==> config.mk <==
export PLATFORM = sky130hd
export DESIGN_NAME = cmov_writer
export DESIGN_NICKNAME = d
export VERILOG_FILES = /design/src/rtl/cmov_pkg.sv /design/src/rtl/cmov_ctrl.sv /design/src/rtl/cmov_regbank.sv /design/src/rtl/cmov_writer.sv
export SDC_FILE = /design/constraint.sdc
export NUM_CORES = 2
export LEC_CHECK = 0
export BUFFER_PORTS_ARGS = -buffer_cell sky130_fd_sc_hd__clkbuf_2
export CORE_MARGIN = 2
export CORE_UTILIZATION = 64
export CTS_BUF_LIST = sky130_fd_sc_hd__clkbuf_8 sky130_fd_sc_hd__clkbuf_16
export DETAILED_ROUTE_END_ITERATION = 16
export PLACE_DENSITY = 0.81
export SYNTH_ARGS = -nofsm -noshare
export SYNTH_HDL_FRONTEND = slang
export SYNTH_SLANG_ARGS = --single-unit
==> constraint.sdc <==
create_clock -name clk -period 3.41 [get_ports clk]
set_input_delay 0.341 -clock clk [delete_from_list [all_inputs] [get_ports clk]]
set_output_delay 0.341 -clock clk [all_outputs]
set_load 0.02 [all_outputs]
==> src/rtl/cmov_pkg.sv <==
package cmov_pkg;
  localparam int DATA_W   = 32;
  localparam int IMM_W    = 16;
  localparam int NUM_REGS = 32;
  localparam int HALF     = NUM_REGS / 2;
  localparam int IDX_W    = $clog2(NUM_REGS);
  localparam int NUM_PRED = 5;
  localparam int PSEL_W   = 3;

  typedef enum logic [1:0] {
    OP_IDLE  = 2'b00,
    OP_SETLO = 2'b01,
    OP_SETHI = 2'b10,
    OP_RSVD  = 2'b11
  } opKind_t;

  typedef struct packed {
    logic             wrEn;
    logic             selHigh;
    logic [IDX_W-1:0] dstIdx;
    logic [IMM_W-1:0] imm;
  } wrStrobe_t;

  // Map a condition select code to its register index: two on the A side, three on the B side.
  function automatic logic [IDX_W-1:0] predRegIdx(input int k);
    case (k)
      0:       predRegIdx = IDX_W'(1);
      1:       predRegIdx = IDX_W'(2);
      2:       predRegIdx = IDX_W'(HALF);
      3:       predRegIdx = IDX_W'(HALF + 1);
      default: predRegIdx = IDX_W'(HALF + 2);
    endcase
  endfunction
endpackage

==> src/rtl/cmov_ctrl.sv <==
module cmov_ctrl
  import cmov_pkg::*;
#(
  parameter int D_W    = DATA_W,
  parameter int I_W    = IMM_W,
  parameter int X_W    = IDX_W,
  parameter int S_W    = PSEL_W,
  parameter int N_PRED = NUM_PRED
) (
  input  logic                      clk,
  input  logic                      rstN,
  input  logic [1:0]                opCode,
  input  logic [X_W-1:0]            dstIdx,
  input  logic [I_W-1:0]            imm,
  input  logic                      predEn,
  input  logic [S_W-1:0]            predSel,
  input  logic                      predInv,
  input  logic [N_PRED-1:0][D_W-1:0] predVals,
  output wrStrobe_t                 wrStb,
  output logic                      errFlag
);
  logic isMove;
  logic selLegal;
  logic predTrue;
  logic condOk;
  logic badSel;
  logic [N_PRED-1:0] predNz;

  for (genvar k = 0; k < N_PRED; k++) begin : g_nz
    assign predNz[k] = |predVals[k];
  end

  always_comb begin
    predTrue = 1'b0;
    for (int k = 0; k < N_PRED; k++) begin
      if (int'(predSel) == k) predTrue = predNz[k];
    end
  end

  assign isMove   = (opCode == OP_SETLO) || (opCode == OP_SETHI);
  assign selLegal = int'(predSel) < N_PRED;
  assign condOk   = !predEn || (selLegal && (predTrue ^ predInv));
  assign badSel   = isMove && predEn && !selLegal;

  always_comb begin
    wrStb.wrEn    = isMove && condOk;
    wrStb.selHigh = (opCode == OP_SETHI);
    wrStb.dstIdx  = dstIdx;
    wrStb.imm     = imm;
  end

  always_ff @(posedge clk) begin
    if (!rstN) errFlag <= 1'b0;
    else       errFlag <= badSel;
  end


  err_raise_chk: assert property (@(posedge clk) disable iff (!rstN)
    (predEn && isMove && int'(predSel) >= N_PRED) |=> errFlag);

  err_nowrite_chk: assert property (@(posedge clk) disable iff (!rstN)
    (predEn && int'(predSel) >= N_PRED) |-> !wrStb.wrEn);

  idle_nowrite_chk: assert property (@(posedge clk) disable iff (!rstN)
    (opCode == OP_IDLE || opCode == OP_RSVD) |-> !wrStb.wrEn);

  unpred_write_chk: assert property (@(posedge clk) disable iff (!rstN)
    (!predEn && isMove) |-> wrStb.wrEn);
endmodule

==> src/rtl/cmov_regbank.sv <==
module cmov_regbank
  import cmov_pkg::*;
#(
  parameter int D_W    = DATA_W,
  parameter int I_W    = IMM_W,
  parameter int N_REG  = NUM_REGS,
  parameter int X_W    = IDX_W,
  parameter int N_PRED = NUM_PRED
) (
  input  logic                       clk,
  input  logic                       rstN,
  input  wrStrobe_t                  wrStb,
  input  logic [X_W-1:0]             rdIdxA,
  input  logic [X_W-1:0]             rdIdxB,
  output logic [D_W-1:0]             rdDataA,
  output logic [D_W-1:0]             rdDataB,
  output logic [N_PRED-1:0][D_W-1:0] predVals
);
  localparam int EXT_W = D_W - I_W;

  logic [N_REG-1:0][D_W-1:0] regs;
  logic [D_W-1:0]            curVal;
  logic [D_W-1:0]            newVal;

  assign curVal = regs[wrStb.dstIdx];

  always_comb begin
    if (wrStb.selHigh) newVal = {wrStb.imm, curVal[I_W-1:0]};
    else               newVal = {{EXT_W{wrStb.imm[I_W-1]}}, wrStb.imm};
  end

  always_ff @(posedge clk) begin
    if (!rstN) begin
      regs <= '0;
    end else if (wrStb.wrEn) begin
      regs[wrStb.dstIdx] <= newVal;
    end
  end

  assign rdDataA = regs[rdIdxA];
  assign rdDataB = regs[rdIdxB];

  for (genvar k = 0; k < N_PRED; k++) begin : g_tap
    assign predVals[k] = regs[predRegIdx(k)];
  end


  lowsext_chk: assert property (@(posedge clk) disable iff (!rstN)
    (wrStb.wrEn && !wrStb.selHigh) |=>
      regs[$past(wrStb.dstIdx)] == {{EXT_W{$past(wrStb.imm[I_W-1])}}, $past(wrStb.imm)});

  highkeep_chk: assert property (@(posedge clk) disable iff (!rstN)
    (wrStb.wrEn && wrStb.selHigh) |=>
      regs[$past(wrStb.dstIdx)] == {$past(wrStb.imm), $past(curVal[I_W-1:0])});

  nowrite_stable_chk: assert property (@(posedge clk) disable iff (!rstN)
    !wrStb.wrEn |=> $stable(regs));
endmodule

==> src/rtl/cmov_writer.sv <==
module cmov_writer
  import cmov_pkg::*;
#(
  parameter int D_W    = DATA_W,
  parameter int I_W    = IMM_W,
  parameter int N_REG  = NUM_REGS,
  parameter int X_W    = IDX_W,
  parameter int S_W    = PSEL_W,
  parameter int N_PRED = NUM_PRED
) (
  input  logic           clk,
  input  logic           rstN,
  input  logic [1:0]     opCode,
  input  logic [X_W-1:0] dstIdx,
  input  logic [I_W-1:0] imm,
  input  logic           predEn,
  input  logic [S_W-1:0] predSel,
  input  logic           predInv,
  input  logic [X_W-1:0] rdIdxA,
  output logic [D_W-1:0] rdDataA,
  input  logic [X_W-1:0] rdIdxB,
  output logic [D_W-1:0] rdDataB,
  output logic           errFlag
);
  wrStrobe_t                 wrStb;
  logic [N_PRED-1:0][D_W-1:0] predVals;

  cmov_ctrl #(
    .D_W(D_W), .I_W(I_W), .X_W(X_W), .S_W(S_W), .N_PRED(N_PRED)
  ) u_ctrl (
    .clk(clk), .rstN(rstN), .opCode(opCode), .dstIdx(dstIdx), .imm(imm),
    .predEn(predEn), .predSel(predSel), .predInv(predInv),
    .predVals(predVals), .wrStb(wrStb), .errFlag(errFlag)
  );

  cmov_regbank #(
    .D_W(D_W), .I_W(I_W), .N_REG(N_REG), .X_W(X_W), .N_PRED(N_PRED)
  ) u_bank (
    .clk(clk), .rstN(rstN), .wrStb(wrStb), .rdIdxA(rdIdxA), .rdIdxB(rdIdxB),
    .rdDataA(rdDataA), .rdDataB(rdDataB), .predVals(predVals)
  );
endmodule

# Word level (Yosys, flattened, before mapping)
# Index checks and enable logic that the tools add are counted.
# word_totals
wordCells	75
output_inout_bits	65
mem_bits_rw	0
in_bits	40
reg_bits	1025
romBits	0
mem_count	0
latch_bits	0
# classes
n_reduce_logical	15
add_sub_neg	0
magnitude_cmp	5
muxes	15
bitwise	1
shifts	0
div_mod_pow	0
eq_ne	6
n_mul	0
# ops
op	n
1024-bit bitwise mux	1
32-bit binary-select mux with 5-bit select	3
32-bit demux with 5-bit select	1
32-bit OR reduction	5
32-bit 2-to-1 mux	3
31-bit 2-to-1 mux	1
5-bit by 6-bit less-than comparator with 1-bit output (second input constant)	3
16-bit 2-to-1 mux	1
3-bit == test (second input constant)	3
5-bit by 1-bit greater-or-equal comparator with 1-bit output (second input constant)	1
1-bit logical AND	5
1-bit 2-to-1 mux	5
3-bit by 2-bit == test with 1-bit output (second input constant)	1
3-bit zero test	1
3-bit less-than comparator (second input constant)	1
2-bit by 1-bit == test with 1-bit output (second input constant)	1
2-bit == test (second input constant)	1
1-bit zero test	2
1-bit logical OR	2
1-bit XOR	1

# Depth between registers and ports, before layout
# logic_depth
word_depth	10
mapped_depth	11
mapped_depth_nobuf	7

# Modules after synthesis
# From an unflattened synthesis, not the netlist that was laid out.
# hier_totals
hier_cells	5554
hier_area_um2	57760.4
# by_module_without_submodules
mod	seq_area_each_um2	instances	cells_each	area_per_inst_um2
cmov_regbank	20499.7	1	5454	57071.0
cmov_ctrl	20.0	1	100	689.4

# Worst setup path before layout
# No wires, ideal clock.
# synth_timing
path_type	input-to-output
start	in rdIdxA[0]
end	out rdDataA[0]
setup_slack_ns	0.456
n_path_buf	3
required_time_ns	3.069
t_arrival_ns	2.613
path_stages	6
cell_sequence	clkbuf_1 clkbuf_1 buf_1 mux4_2 mux4_2 mux2_2
# synth_via
elab_chain_cells	2
# synth_lines
item	line	source
from (decl)	cmov_writer.sv:19	input logic [X_W-1:0] rdIdxA,
32-bit binary-select mux with 5-bit select	cmov_regbank.sv:40	assign rdDataA = regs[rdIdxA];
32-bit 2-to-1 mux (not written as such)	cmov_regbank.sv:40	
to (decl)	cmov_writer.sv:20	output logic [D_W-1:0] rdDataA,
# Every way passes these cells. The select of a mux whose other input is x is not followed.

# Final worst setup path
# layout_timing
start	reg u_bank.regs, in the netlist u_bank.predVals[7]
end	reg u_bank.regs[895] in the netlist's numbering
# layout_via
elab_chain_cells	10
# layout_lines
item	line	source
from (decl)	cmov_regbank.sv:21	logic [N_REG-1:0][D_W-1:0] regs;
from (signal, indexed assignment)	cmov_regbank.sv:36	regs[wrStb.dstIdx] <= newVal;
32-bit OR reduction	cmov_ctrl.sv:30	assign predNz[k] = |predVals[k];
1-bit 2-to-1 mux (5 in series)	cmov_ctrl.sv:36	if (int'(predSel) == k) predTrue = predNz[k];
1-bit XOR	cmov_ctrl.sv:42	assign condOk = !predEn || (selLegal && (predTrue ^ predInv));
1-bit logical AND	cmov_ctrl.sv:42	
1-bit logical OR	cmov_ctrl.sv:42	
1-bit logical AND	cmov_ctrl.sv:46	wrStb.wrEn = isMove && condOk;
# Every way passes these cells.
# A chain may end at the register's enable or synchronous reset.

==> impl_results.md <==
* Final setup fails at 0
* Share of cells above drive strength 1 at 0.317
* Unrepaired setup endpoints after global routing: no
* Bufs and invs on worst path at 4
* Largest net degree at the start of global routing at 106
* Reg2reg start: u_bank.predVals[7]
* Syn_nets at 4790
* DR top layer: met5
* VDD IR max at 0.000442 V
* Arrival time of the worst setup path at 3.95 ns
* Die Area at 92900 um2
* Critical path peak fanout at 9
* WP data required at 4.01 ns
* CTS clk-pin slew, worst paths at 0.06 ns
* CTS Buf Count at 105
* Vias per Instance at 7.40
* Finished Layout Cells at 6036
* Die height at 305 um
* Crit path launch type: flop
* Hold_sp: rstN
* Vias in the first global route at 44400
* Final Max Tran Viols at 0
* Detailed Place HPWL at 124000 um
* Max-cap viol count at 0
* Cell chain of the critical path: nor4_1 > buf_4 > nand2_1 > nor3_2 > nor4_4 > mux2i_4 > buf_12 > a2111oi_4 > buf_4 > buf_12 > mux2i_1
* YS warnings at 0
* 1st-pass router iterations at 6
* Drt wl/cell at 31.9 um
* Total GRT Usage at 0.410
* Core area at 89900 um2
* Critical Path Slowest Stage Cell: nor4_1
* Clk_lat worst skew at 0.71 ns
* Final Core Density at 0.724
* Mean area per synthesized cell at 12.2 um2
* Syn Inst Count at 4749
* R2r worst-path depth at 11
* Worst slew margin at 0.244
* Routed Wire Length at 193000 um
* CP max stage delay at 0.73 ns
* Area grow syn2layout at 12.3%
* Post-Route Skew at 0.0234 ns
* Row cnt at 110
* Number of antenna violations at the first check in global routing at 10
* Final Hold Fails at 0
* #FFs+latches synth at 1025
* H-tree depth at 3
* Endpoint class of the critical path: flop
* Library cells used by synthesis at 52
* Clock tree sinks at 1025
* CP top delay family: simple AND/OR/NAND/NOR gates
* Final min period at 3.35 ns
* Routability Congestion at 0.988
* Die X at 305 um
* Worst-Margin Slew at 1.13 ns
* Initial DRC Count at 7426
* Fin crit share at 0.982
* PD cells at 417 nW/um2
* Initial Util at 0.645
* HP Class: in -> reg
* Metal-1 WL at 66800 um
* First-pass GRT wire length at 285000 um
* Vias at 44700
* Port Buf Inserts at 104
* RR Endpoint: u_bank.regs[895]
* Fin nets at 4809
* Max Root-Sink Buffers at 3
* Crit Path Class: reg -> reg
* DRC at 0
* WHS Path Cells at 3
* Seq/Total Area, Yosys at 0.354
* Total global routing overflow at 0
* Reg2reg setup slack at 0.06 ns
* Metal2 WL at 83700 um
* Met3 WL at 26500 um
* Dpl cells at 5834
* CTS tree: done
* WHS Endpoint: u_bank.regs[142]
* Post-DRT Antenna Nets at 0
* Ports at 105
* Fmax at 298 MHz
* Static Leak at 0.0215 uW
* CTS root buf: clkbuf_16
* Cts hold-fix bufs at 0
* Status: finished, final reports clean
* Synthesized cell area at 57900 um2
[state kept, by name (all words and copies together) (netlist names)]
| register | flops |
|---|---|
| u_bank.predVals | 160 |
| u_bank.regs | 864 |
| u_ctrl.errFlag | 1 |
[placed cells by master, fill, tap and decap left out, types with 7 or more instances in the layout]
cell / synthesis / routed
nand4_1: 12 / 12
and2_1: 15 / 15
o21ai_2: 0 / 14
a22oi_1: 17 / 17
clkinv_2: 0 / 29
mux4_2: 768 / 768
nand3_1: 21 / 21
clkbuf_16: 0 / 107
mux2_2: 81 / 81
o211ai_1: 14 / 14
clkbuf_2: 0 / 93
nor4_1: 34 / 31
a21oi_4: 10 / 24
o2111ai_1: 7 / 7
clkbuf_8: 0 / 31
nand2_1: 1070 / 1070
mux2i_1: 1029 / 1029
inv_1: 6 / 15
buf_4: 58 / 207
a221oi_1: 10 / 10
bufinv_16: 0 / 11
nor2_1: 10 / 10
a21oi_1: 7 / 7
dfxtp_1: 1025 / 1025
buf_12: 1 / 124
a22o_1: 11 / 11
[cell type report]
| cell class | count | area, um2 |
|---|---|---|
| Multi-Input combinational cell | 3197 | 34700 |
| Sequential cell | 1025 | 20500 |
| Fill cell | 5498 | 24800 |
| Clock inverter | 59 | 628 |
| Clock buffer | 138 | 3100 |
| Inverter | 6 | 22.5 |
| Antenna cell | 2 | 5.00 |
| Timing Repair Buffer | 433 | 4630 |
| Tap cell | 1176 | 1470 |
[worst min-delay path, stage by stage]
cell and delay [ns]:
buf_8 0.18, nand2_1 0.14, mux2i_1 0.06
[worst max-delay path by stage]
stage,startpoint,end,slack (ns),depth (start not counted)
2_1_floorplan,rdIdxA[0],rdDataA[0],0.46,6
3_3_place_gp,predSel[0],u_bank.regs[1023],-0.05,11
3_5_place_dp,predSel[0],u_bank.regs[1003],-0.14,11
4_1_cts,u_bank.predVals[93],u_bank.regs[1003],0.06,10
5_1_grt,u_bank.predVals[7],u_bank.regs[241],0.09,11
6_report,u_bank.predVals[7],u_bank.regs[895],0.06,11
[layer usage]
metal,vias up,global-route usage
met5,-,0
met4,16,0.279
met3,903,0.126
met2,3665,0.595
met1,22200,0.531
li1,17800,-
[synthesized netlist by cell type (all sizes together)]
master | n | area [um2]
inv | 6 | 22.5
nor3b | 3 | 32.5
nand2b | 2 | 12.5
or3 | 1 | 6.26
a22o | 11 | 96.3
a211oi | 5 | 100
clkbuf | 272 | 1020
o21ai | 17 | 85.1
a221o | 1 | 10.0
nor4b | 3 | 38.8
nor3 | 11 | 75.1
nor4 | 35 | 234
o2111ai | 7 | 61.3
a2111oi | 3 | 82.6
mux2 | 81 | 912
o22ai | 3 | 18.8
nor2b | 6 | 37.5
and3 | 1 | 6.26
a31oi | 1 | 21.3
and2 | 18 | 113
a22oi | 17 | 128
o211ai | 14 | 105
o41ai | 1 | 16.3
o221ai | 2 | 17.5
mux2i | 1030 | 10300
buf | 240 | 1790
a21oi | 31 | 320
nand2 | 1070 | 4020
ha | 1 | 12.5
nor2 | 10 | 37.5
nand4 | 12 | 75.1
mux4 | 768 | 17300
dlygate4sd1 | 7 | 61.3
dlygate4sd3 | 2 | 20.0
or2 | 1 | 6.26
a221oi | 10 | 87.6
nand3 | 21 | 105
dfxtp | 1025 | 20500
[stage by stage]
| stage | hold WS (ns) | TNS [ns] | instance area (um2) | setup WS, ns | power [uW] |
|---|---|---|---|---|---|
| floorplan | 0.441 | 0 | 57900 | 0.456 | 14000 |
| global placement | 0.448 | -0.619 | 61300 | -0.0501 | 14800 |
| detailed placement | 0.457 | -10.27 | 61300 | -0.142 | 14900 |
| CTS | 0.0662 | 0 | 65000 | 0.0568 | 27000 |
| global route | 0.0945 | 0 | 65100 | 0.0897 | 27600 |
| finish | 0.0736 | 0 | 65100 | 0.0598 | 27100 |
[cells by family (layout without fill, tap and decap cells)]
group	count (synthesis)	count (layout)	share of synthesized area
adders and majority gates	1	1	0.000216
other	0	2	0
AOI/OAI and AO/OA	123	123	0.0199
buffers and inverters	527	636	0.0503
DFF	1025	1025	0.354
muxes	1879	1879	0.493
and+or+nand+nor	1194	1194	0.0828
[report_power, final]
| part | internal, uW | switching, uW | total [uW] |
|---|---|---|---|
| Clock | 7240 | 5190 | 12400 |
| Sequential | 12000 | 75.4 | 12100 |
| Combinational | 941 | 1630 | 2570 |
| Total | 20200 | 6900 | 27100 |
[what timing repair did]
action | 4_1_cts | 5_1_grt
setup endpoints to repair | 0 | 52
setup buffers | 0 | 3
gates resized for setup | 0 | 3
Note: power is estimated with default switching activity, not from simulation.
